**src/rtl/acc_cpu_pkg.sv**
```systemverilog
package acc_cpu_pkg;
    localparam int DW = 8;
    localparam int AW = 2 * DW;

    typedef enum logic [3:0] {
        S_F1, S_F2, S_F3, S_A1, S_A2, S_A3, S_LD4, S_LD5,
        S_ST4, S_ST5, S_JP3, S_IM1, S_IM2, S_EX, S_HLT
    } state_e;

    typedef enum logic [3:0] {
        A_ADD, A_SUB, A_INC, A_CLR, A_AND, A_OR, A_XOR, A_NOT,
        A_LSL, A_LSR, A_RL, A_RR
    } alu_op_e;

    typedef enum logic [3:0] {
        K_NOP, K_LDAC, K_STAC, K_JMP, K_MVI, K_MVAC, K_MOVR, K_ALU, K_HALT
    } kind_e;

    typedef enum logic [2:0] {
        J_ALW, J_Z, J_NZ, J_C, J_V, J_N
    } cond_e;
endpackage

```
**src/rtl/acc_cpu_dec.sv**
```systemverilog
module acc_cpu_dec
    import acc_cpu_pkg::*;
(
    input  logic [7:0] opc,
    output kind_e      kind,
    output alu_op_e    aop,
    output cond_e      cond
);
    always_comb begin
        kind = K_NOP;
        aop  = A_ADD;
        cond = J_ALW;
        unique casez (opc)
            8'h01: kind = K_LDAC;
            8'h02: kind = K_STAC;
            8'h03: kind = K_MVAC;
            8'h04: kind = K_MOVR;
            8'h05: kind = K_JMP;
            8'h06: begin kind = K_JMP; cond = J_Z;  end
            8'h07: begin kind = K_JMP; cond = J_NZ; end
            8'h10: begin kind = K_JMP; cond = J_C;  end
            8'h11: begin kind = K_JMP; cond = J_V;  end
            8'h12: begin kind = K_JMP; cond = J_N;  end
            8'h13: kind = K_MVI;
            8'b0000_1???: begin kind = K_ALU; aop = alu_op_e'({1'b0, opc[2:0]}); end
            8'b0001_01??: begin kind = K_ALU; aop = alu_op_e'({2'b10, opc[1:0]}); end
            8'hFF: kind = K_HALT;
            default: kind = K_NOP;
        endcase
    end
endmodule

```
**src/rtl/acc_cpu_alu.sv**
```systemverilog
module acc_cpu_alu
    import acc_cpu_pkg::*;
#(
    parameter int W = DW
) (
    input  alu_op_e        op,
    input  logic [W-1:0]   a,
    input  logic [W-1:0]   b,
    output logic [W-1:0]   y,
    output logic           c_o,
    output logic           v_o,
    output logic           cv_upd
);
    localparam logic [W:0] ONE_X = {{W{1'b0}}, 1'b1};
    logic [W:0] ext;

    always_comb begin
        ext    = '0;
        y      = '0;
        c_o    = 1'b0;
        v_o    = 1'b0;
        cv_upd = 1'b1;
        unique case (op)
            A_ADD: begin
                ext = {1'b0, a} + {1'b0, b};
                y = ext[W-1:0]; c_o = ext[W];
                v_o = (a[W-1] == b[W-1]) && (y[W-1] != a[W-1]);
            end
            A_SUB: begin
                ext = {1'b0, a} - {1'b0, b};
                y = ext[W-1:0]; c_o = ext[W];
                v_o = (a[W-1] != b[W-1]) && (y[W-1] != a[W-1]);
            end
            A_INC: begin
                ext = {1'b0, a} + ONE_X;
                y = ext[W-1:0]; c_o = ext[W];
                v_o = !a[W-1] && y[W-1];
            end
            A_CLR: y = '0;
            A_AND: begin y = a & b; cv_upd = 1'b0; end
            A_OR:  begin y = a | b; cv_upd = 1'b0; end
            A_XOR: begin y = a ^ b; cv_upd = 1'b0; end
            A_NOT: begin y = ~a;    cv_upd = 1'b0; end
            A_LSL: begin y = {a[W-2:0], 1'b0};   c_o = a[W-1]; v_o = y[W-1] ^ a[W-1]; end
            A_LSR: begin y = {1'b0, a[W-1:1]};   c_o = a[0];   v_o = y[W-1] ^ a[W-1]; end
            A_RL:  begin y = {a[W-2:0], a[W-1]}; c_o = a[W-1]; v_o = y[W-1] ^ a[W-1]; end
            A_RR:  begin y = {a[0], a[W-1:1]};   c_o = a[0];   v_o = y[W-1] ^ a[W-1]; end
            default: cv_upd = 1'b0;
        endcase
    end
endmodule

```
**src/rtl/acc_cpu_seq.sv**
```systemverilog
module acc_cpu_seq
    import acc_cpu_pkg::*;
(
    input  logic          clk,
    input  logic          rst_n,
    output logic [AW-1:0] mem_addr,
    input  logic [DW-1:0] mem_rdata,
    output logic [DW-1:0] mem_wdata,
    output logic          mem_we,
    output logic          halted
);
    localparam logic [AW-1:0] ONE_A = {{(AW-1){1'b0}}, 1'b1};

    state_e        state, nxt;
    logic [AW-1:0] pc, ar;
    logic [DW-1:0] dr, tr, ir, ac, r;
    logic          fz, fc, fv, fn;

    logic [7:0]    dec_in;
    kind_e         kind;
    alu_op_e       aop;
    cond_e         cond;
    logic [DW-1:0] alu_y;
    logic          alu_c, alu_v, alu_cv;
    logic          take;

    // Decode the byte being dispatched in S_F3, otherwise the held opcode.
    assign dec_in = (state == S_F3) ? dr : ir;

    acc_cpu_dec dec_i (.opc(dec_in), .kind(kind), .aop(aop), .cond(cond));

    acc_cpu_alu #(.W(DW)) alu_i (
        .op(aop), .a(ac), .b(r), .y(alu_y),
        .c_o(alu_c), .v_o(alu_v), .cv_upd(alu_cv)
    );

    always_comb begin
        unique case (cond)
            J_Z:     take = fz;
            J_NZ:    take = !fz;
            J_C:     take = fc;
            J_V:     take = fv;
            J_N:     take = fn;
            default: take = 1'b1;
        endcase
    end

    // State register
    always_ff @(posedge clk or negedge rst_n) begin
        if (!rst_n) state <= S_F1;
        else        state <= nxt;
    end

    // Next-state logic
    always_comb begin
        nxt = state;
        unique case (state)
            S_F1:  nxt = S_F2;
            S_F2:  nxt = S_F3;
            S_F3: begin
                unique case (kind)
                    K_LDAC, K_STAC, K_JMP: nxt = S_A1;
                    K_MVI:                 nxt = S_IM1;
                    K_MVAC, K_MOVR, K_ALU: nxt = S_EX;
                    K_HALT:                nxt = S_HLT;
                    default:               nxt = S_F1;
                endcase
            end
            S_A1:  nxt = S_A2;
            S_A2:  nxt = (kind == K_JMP) ? S_JP3 : S_A3;
            S_A3:  nxt = (kind == K_LDAC) ? S_LD4 : S_ST4;
            S_LD4: nxt = S_LD5;
            S_ST4: nxt = S_ST5;
            S_IM1: nxt = S_IM2;
            S_HLT: nxt = S_HLT;
            default: nxt = S_F1;
        endcase
    end

    // Datapath register transfers
    always_ff @(posedge clk or negedge rst_n) begin
        if (!rst_n) begin
            pc <= '0; ar <= '0; dr <= '0; tr <= '0; ir <= '0; ac <= '0; r <= '0;
            fz <= 1'b0; fc <= 1'b0; fv <= 1'b0; fn <= 1'b0;
        end else begin
            unique case (state)
                S_F1:  ar <= pc;
                S_F2:  begin dr <= mem_rdata; pc <= pc + ONE_A; end
                S_F3:  begin ir <= dr; ar <= pc; end
                S_A1:  begin dr <= mem_rdata; pc <= pc + ONE_A; ar <= ar + ONE_A; end
                S_A2:  begin tr <= dr; dr <= mem_rdata; pc <= pc + ONE_A; end
                S_A3:  ar <= {tr, dr};
                S_LD4: dr <= mem_rdata;
                S_LD5: ac <= dr;
                S_ST4: dr <= ac;
                S_JP3: if (take) pc <= {tr, dr};
                S_IM1: begin dr <= mem_rdata; pc <= pc + ONE_A; end
                S_IM2: ac <= dr;
                S_EX: begin
                    unique case (kind)
                        K_MVAC: r  <= ac;
                        K_MOVR: ac <= r;
                        K_ALU: begin
                            ac <= alu_y;
                            fz <= (alu_y == '0);
                            fn <= alu_y[DW-1];
                            if (alu_cv) begin fc <= alu_c; fv <= alu_v; end
                        end
                        default: ;
                    endcase
                end
                default: ;
            endcase
        end
    end

    // Outputs
    always_comb begin
        mem_addr  = ar;
        mem_wdata = dr;
        mem_we    = (state == S_ST5);
        halted    = (state == S_HLT);
    end

    p_we_pulse_r4: assert property (@(posedge clk) disable iff (!rst_n)
        mem_we |=> !mem_we);
    p_wdata_acc_r4: assert property (@(posedge clk) disable iff (!rst_n)
        mem_we |-> (mem_wdata == ac));
    p_halt_sticky_r11: assert property (@(posedge clk) disable iff (!rst_n)
        halted |=> (halted && !mem_we && $stable(mem_addr)));
    p_fetch_step_r2: assert property (@(posedge clk) disable iff (!rst_n)
        (state == S_F2) |=> (pc == $past(pc) + ONE_A));
    p_untaken_r7: assert property (@(posedge clk) disable iff (!rst_n)
        (state == S_JP3 && !take) |=> $stable(pc));
    p_zero_flag_r8: assert property (@(posedge clk) disable iff (!rst_n)
        (state == S_EX && kind == K_ALU) |=> (fz == (ac == '0)));
endmodule

```
**config.mk**
```make
export PLATFORM = sky130hd
export DESIGN_NAME = acc_cpu_seq
export DESIGN_NICKNAME = d
export VERILOG_FILES = /design/src/rtl/acc_cpu_pkg.sv /design/src/rtl/acc_cpu_dec.sv /design/src/rtl/acc_cpu_alu.sv /design/src/rtl/acc_cpu_seq.sv
export SDC_FILE = /design/constraint.sdc
export NUM_CORES = 1
export LEC_CHECK = 0
export CAP_MARGIN = 25
export CORE_ASPECT_RATIO = 1.25
export CORE_UTILIZATION = 60
export DETAILED_ROUTE_END_ITERATION = 10
export PLACE_DENSITY_LB_ADDON = 0.12
export REMOVE_ABC_BUFFERS = 1
export SLEW_MARGIN = 20
export SYNTH_ARGS = -nofsm -noshare
export SYNTH_HDL_FRONTEND = slang
export SYNTH_SLANG_ARGS = --single-unit
```
**constraint.sdc**
```tcl
create_clock -name clk -period 3.9 [get_ports clk]
set_input_delay 1.17 -clock clk [delete_from_list [all_inputs] [get_ports clk]]
set_output_delay 1.17 -clock clk [all_outputs]
set_load 0.01 [all_outputs]
```
* Word-level counts from Yosys, hierarchy flattened
Memories as Yosys holds them, arrays and structs flattened. Index checks and enable logic that the tools add are counted.
Storage, ports and cells: bits in registers 80, memory bits (read-only) 64, output and inout port bits 26, memories 1
Memories:
- (no name shown) | words 16, width 4, read ports 1, clocked after memory_dff 0, write ports 0, line acc_cpu_seq.sv:61 | unique case (kind)
Cells by class: add/subtract/negate cells 5, eq/ne operators 55, muxes and demuxes 18, bitwise gates (word level) 6, reductions and logical operators 26
Operator list (number):
- $pmux 8 s11 | 1
- $pmux 16 s3 | 1
- $pmux 8 s2 | 3
- $eq 4x3->1 const B | 11
- $eq 4x4->1 const B | 11
- $pmux 4 s10 | 1
- $add 16x1->16 const B | 2
- $eq 8x3->1 const B | 4
- $eq 8x5->1 const B | 4
- $pmux 16 s2 | 1
- $pmux 4 s8 | 1
- $eq 4x2->1 const B | 5
- $eq 8x2->1 const B | 2
- $mux 16 | 1
- $pmux 3 s5 | 1
- $eq 4x1->1 const B | 3
- $pmux 1 s5 | 2
- $reduce_or 2->1 | 5
- $add 8x1->9 const B | 1
- $add 8x8->9 | 1
- $sub 8x8->9 | 1
- $and 8x8->8 | 1
- $eq 8x1->1 const B | 1
- $eq 8x8->1 const B | 1
- other kinds (30) | 45

* Depth between registers and ports, before layout
depth in word-level cells 8, mapped depth 13, depth with buffers taken out 12

* By module
From an unflattened synthesis, not the netlist that was laid out.
Unflattened totals: cells, all modules 726, area, all modules 6412.4 um^2
Modules (own cells, without submodules):
- acc_cpu_seq | instances 1, cells each 462, area an instance 4543.1 um^2, sequential area each 2001.9 um^2
- acc_cpu_alu | instances 1, cells each 226, area an instance 1629.1 um^2, sequential area each 0.0 um^2
- acc_cpu_dec | instances 1, cells each 38, area an instance 240.2 um^2, sequential area each 0.0 um^2

* Least setup slack after synthesis
OpenSTA, ideal clock, no wires.
kind reg2reg, start register ac[1], end register fv, library setup time 125 ps, arrival time 2953 ps, required time 3775 ps, slack 822 ps, stages on the path, launching flop included 11, path buffers 0, clock period less this slack 3078 ps, path through dfrtp_1 -> inv_1 -> ha_1 -> a211oi_1 -> o21bai_1 -> a2111oi_0 -> nor3_1 -> and2_0 -> mux4_2 -> a221o_1 -> mux2_2
On the way: longest elaborated chain between the ends 4, elaborated cells between the ends (all ways) 9
RTL lines:
- start, declared | line acc_cpu_seq.sv:16 | logic [DW-1:0] dr, tr, ir, ac, r;
- start signal, assigned | line acc_cpu_seq.sv:94 | S_LD5: ac <= dr;
- start signal, assigned | line acc_cpu_seq.sv:98 | S_IM2: ac <= dr;
- start signal, assigned | line acc_cpu_seq.sv:102 | K_MOVR: ac <= r;
- $sub 8x8->9 / $add 8x8->9 (equally long branches) | line acc_cpu_alu.sv:30, acc_cpu_alu.sv:25
- $ne 1x1->1 (on tied branches) | line acc_cpu_alu.sv:32, acc_cpu_alu.sv:27
- $logic_and 1x1->1 (on tied branches) | line acc_cpu_alu.sv:32, acc_cpu_alu.sv:27
- $pmux 1 s6 * | line acc_cpu_alu.sv:23 | unique case (op)
- end signal, assigned | line acc_cpu_seq.sv:107 | if (alu_cv) begin fc <= alu_c; fv <= alu_v; end
- end, declared | line acc_cpu_seq.sv:17 | logic fz, fc, fv, fn;
Mark *: on every way between the ends. The rest lies on a longest branch, timed or not. A chain may end at the register's enable or synchronous reset.

* Worst setup path after layout
start register state[1], end register pc[1]
On the way: longest elaborated chain between the ends 8, elaborated cells between the ends (all ways) 24
RTL lines:
- start, declared | line acc_cpu_seq.sv:14 | state_e state, nxt;
- start signal, assigned | line acc_cpu_seq.sv:51 | else state <= nxt;
- $eq 4x2->1 | line acc_cpu_seq.sv:28 | assign dec_in = (state == S_F3) ? dr : ir;
- $mux 8
- $eq 8x5->1 / $eq 8x3->1 (equally long branches) | line acc_cpu_dec.sv:13 | unique casez (opc)
- $pmux 3 s5 | line acc_cpu_dec.sv:13
- $eq 3x3->1 (tied with other cells) | line acc_cpu_seq.sv:38 | unique case (cond)
- $pmux 1 s5 | line acc_cpu_seq.sv:38
- $ne 2x2->1 (no source line)
- $reduce_and 2->1 (no source line)
- end signal, assigned | line acc_cpu_seq.sv:88 | S_F2: begin dr <= mem_rdata; pc <= pc + ONE_A; end
- end signal, assigned | line acc_cpu_seq.sv:90 | S_A1: begin dr <= mem_rdata; pc <= pc + ONE_A; ar <= ar + ONE_A; end
- end signal, assigned | line acc_cpu_seq.sv:91 | S_A2: begin tr <= dr; dr <= mem_rdata; pc <= pc + ONE_A; end
- end, declared | line acc_cpu_seq.sv:15 | logic [AW-1:0] pc, ar;
Parallel ways exist; a longest one is shown, timed or not.

==> metrics <==
R2R setup slack=0.34 ns; initial DRC count=652; asr flop ratio synth=100.0%; routing usage on met3=7.478%; post-synth top area share=30.10%; met1 Use GR=46.26%; top post-synthesis cells by area=dfrtp_1 30%, ha_1 5.6%, o21ai_0 4.1%; routed wire length per instance=22.90 µm; Reg clk slew, reported paths=0.06 ns; share of cells above drive strength 1=11.25%; Simple-Gate Fraction of Synth Area=21.12%; WP data arrival=3.79 ns; Diodes inserted=0; CTS Root Cell=clkbuf_16; worst-case clock buffer depth=2; CTS buffer count=9; pin count of the biggest net entering global routing=33; largest fanout on the critical path=23; Tmin final=3.556 ns; grt ovf=0; Worst IR Drop VDD=0.0003966 V; register bit total from synthesis=80; commonest non-fill, non-tap cell in the layout=dfrtp_1; Slowest cell on crit path=dfrtp_1; GRT Util Overall=40.04%; Critical Path RT=4.13 ns; Seq/Total Area, Yosys=30.10%; worst reg2reg startpoint=state[1]; RSZ-0062 raised after global routing=false; initial antenna violation count=0; Hold WS=0.5098 ns; FMAX=281.2 MHz; first-pass GRT wire length=34.91 mm; final total negative setup slack=0 ns; Die H=119.7 µm; Worst Reg-to-Reg Cells=10; post_cts resized=0; r2r endpoint=pc[1]; xor and xnor area share after synthesis=1.448%; Netlist cell types=90; mux contribution to synthesized area=8.014%; Starting Density=62.35%; IO Port Bufs=35; Filler cells=890; DRC violations left=0; top_reg_cell synth=dfrtp_1; busiest layer in global routing=met2; Final Wtd Congestion=1.027; largest family of logic cells by synthesized area=compound AO/OA/AOI/OAI gates; Compound-Gate Fraction of Synth Area=27.03%; Crit Path Class=reg2reg; Hold EP=fv; drt via density=7.126; crit end category=flip-flop; hold path depth=1; outcome=complete, no violations; Slew Viols, Final=0; final hold viol count=0; cell count after synthesis=779; Total Wirelength=21.55 mm; actual slew at the worst max-slew pin=1.018 ns; slew margin rel.=31.61%; Die ar.=0.01151 mm²; Rows=42; Area growth syn-to-layout=11.55%; Hold Crit Class=reg2reg; Final ANT Viol Nets=0; Post-DP HPWL=15.86 mm; fin crit share=91.19%; met2 Track Usage GR=66.71%; post-CTS setup buffers=0; max_cap viols=0; Synthesis Warnings=0; Synth Cell Area=0.006651 mm²; Leak=3.064 nW; Ports=36; PD cells=884.0 mW/mm²; via count=6706; clk_skew=0.007510 ns; Synth area leader=dfrtp_1; vias in the first global route=6668; CTS tree=done; clk_lat worst skew=0.35 ns; critical-path cell list=nor4b_4, buf_4, mux2i_1, inv_1, o21a_1, a21oi_1, o21ai_0, o211a_4, nor2_2, mux2_2; nets=848; H-tree depth=3; hold wc startpoint=fv; max incr delay on CP=0.56 ns; Post-synth EDFFs=0; Synth Area per Inst=8.538 µm²; area of the core=0.01067 mm²; # hold bufs at CTS=0; Die X=96.17 µm; Detailed Routing Iterations Pass 1=5; setup violators final=0; commonest non-fill, non-tap cells in the layout=80 x dfrtp_1, 71 x nor2_1, 54 x o21ai_0; adder-cell area share of the yosys netlist=6.245%; nature of the critical path startpoint=flip-flop; Sink Count=80
-- Yosys cell counts (all sizes together) (4+ instances only) --
cell,n
dfrtp,80
nor2,73
o21ai,56
nand2,51
a21oi,43
inv,42
clkbuf,36
ha,30
nor3,30
mux2i,24
mux2,20
nand3,18
a2bb2oi,17
a31oi,16
and3,16
a211oi,14
buf,14
nor3b,14
a222oi,13
nand2b,13
a221oi,11
o211ai,10
or3,10
xnor2,10
nor4,9
o22ai,9
a21o,7
a2111oi,6
a22o,6
nand4,6
nor4b,6
o21bai,6
and2,5
o221ai,4
or2,4
-- per-stage QoR --
stage	setup WS, ns	area (µm²)	std cells	util [%]	total power [mW]
2_1_floorplan	0.1024	6411	729	-	4.217
3_3_place_gp	0.6284	7149	926	67.02	5.538
3_5_place_dp	0.4684	7149	926	67.02	5.643
4_1_cts	0.4254	7412	940	69.48	6.458
5_1_grt	0.1309	7420	941	69.55	6.987
6_report	0.3437	7420	941	69.55	6.559
-- per-layer routing --
metal / share of wire [%] / vias to the layer above
met5: 0 / -
met4: 6.4 / 0
met3: 7.1 / 117
met2: 51 / 374
met1: 36 / 3221
li1: - / 2994
-- cell type report --
cell class              instances  area, µm²  share of cell area [%]
inverters                      43      161.4                   2.175
well taps                     132      165.2                   2.226
repair buffers                 66      580.6                   7.825
flip-flops and latches         80       2002                   26.98
multi-input cells             606       4248                   57.25
clock buffers                  11      242.7                   3.272
clock inverters                 3      20.02                  0.2698
-- state kept, by name, summed over array words and instances (netlist names) --
register,count
fc,1
mem_wdata,8
fv,1
fz,1
state,4
mem_addr,16
ir,8
ac,8
tr,8
r,8
pc,16
fn,1
-- worst max-delay path: cells and delay by family (launching register included) --
kind	cells	cell delay [ns]
AO/OA/AOI/OAI	4	0.67
buffers and inverters	2	0.63
flip-flops	1	0.56
multiplexers	2	0.80
AND/OR/NAND/NOR	2	0.77
-- power by group --
group	switching (mW)	internal (mW)	total, mW	leakage (nW)
registers	0.586	1.19	1.78	1.01
logic	2.33	1.66	3.99	1.93
clock network	0.349	0.441	0.790	0.123
-- cell families (layout without fill, tap and decap cells) --
| group | Yosys count | after routing |
|---|---|---|
| AOI/OAI and AO/OA | 253 | 253 |
| xor gates and xnor gates | 11 | 11 |
| buffers and inverters | 93 | 123 |
| and+or+nand+nor | 265 | 265 |
| muxes | 45 | 45 |
| adders and majority gates | 32 | 32 |
| DFF | 80 | 80 |
-- worst max-delay path by stage --
stage	start	end	slack, ns	cells past startpoint
final	state[1]	pc[1]	0.34	10
after detailed placement	state[3]	pc[1]	0.47	10
after floorplan	state[1]	pc[1]	0.10	9
after global routing	state[1]	pc[1]	0.13	10
after CTS	state[1]	pc[1]	0.43	10
after global placement	state[3]	pc[1]	0.63	10
(Power assumes the default switching activity.)
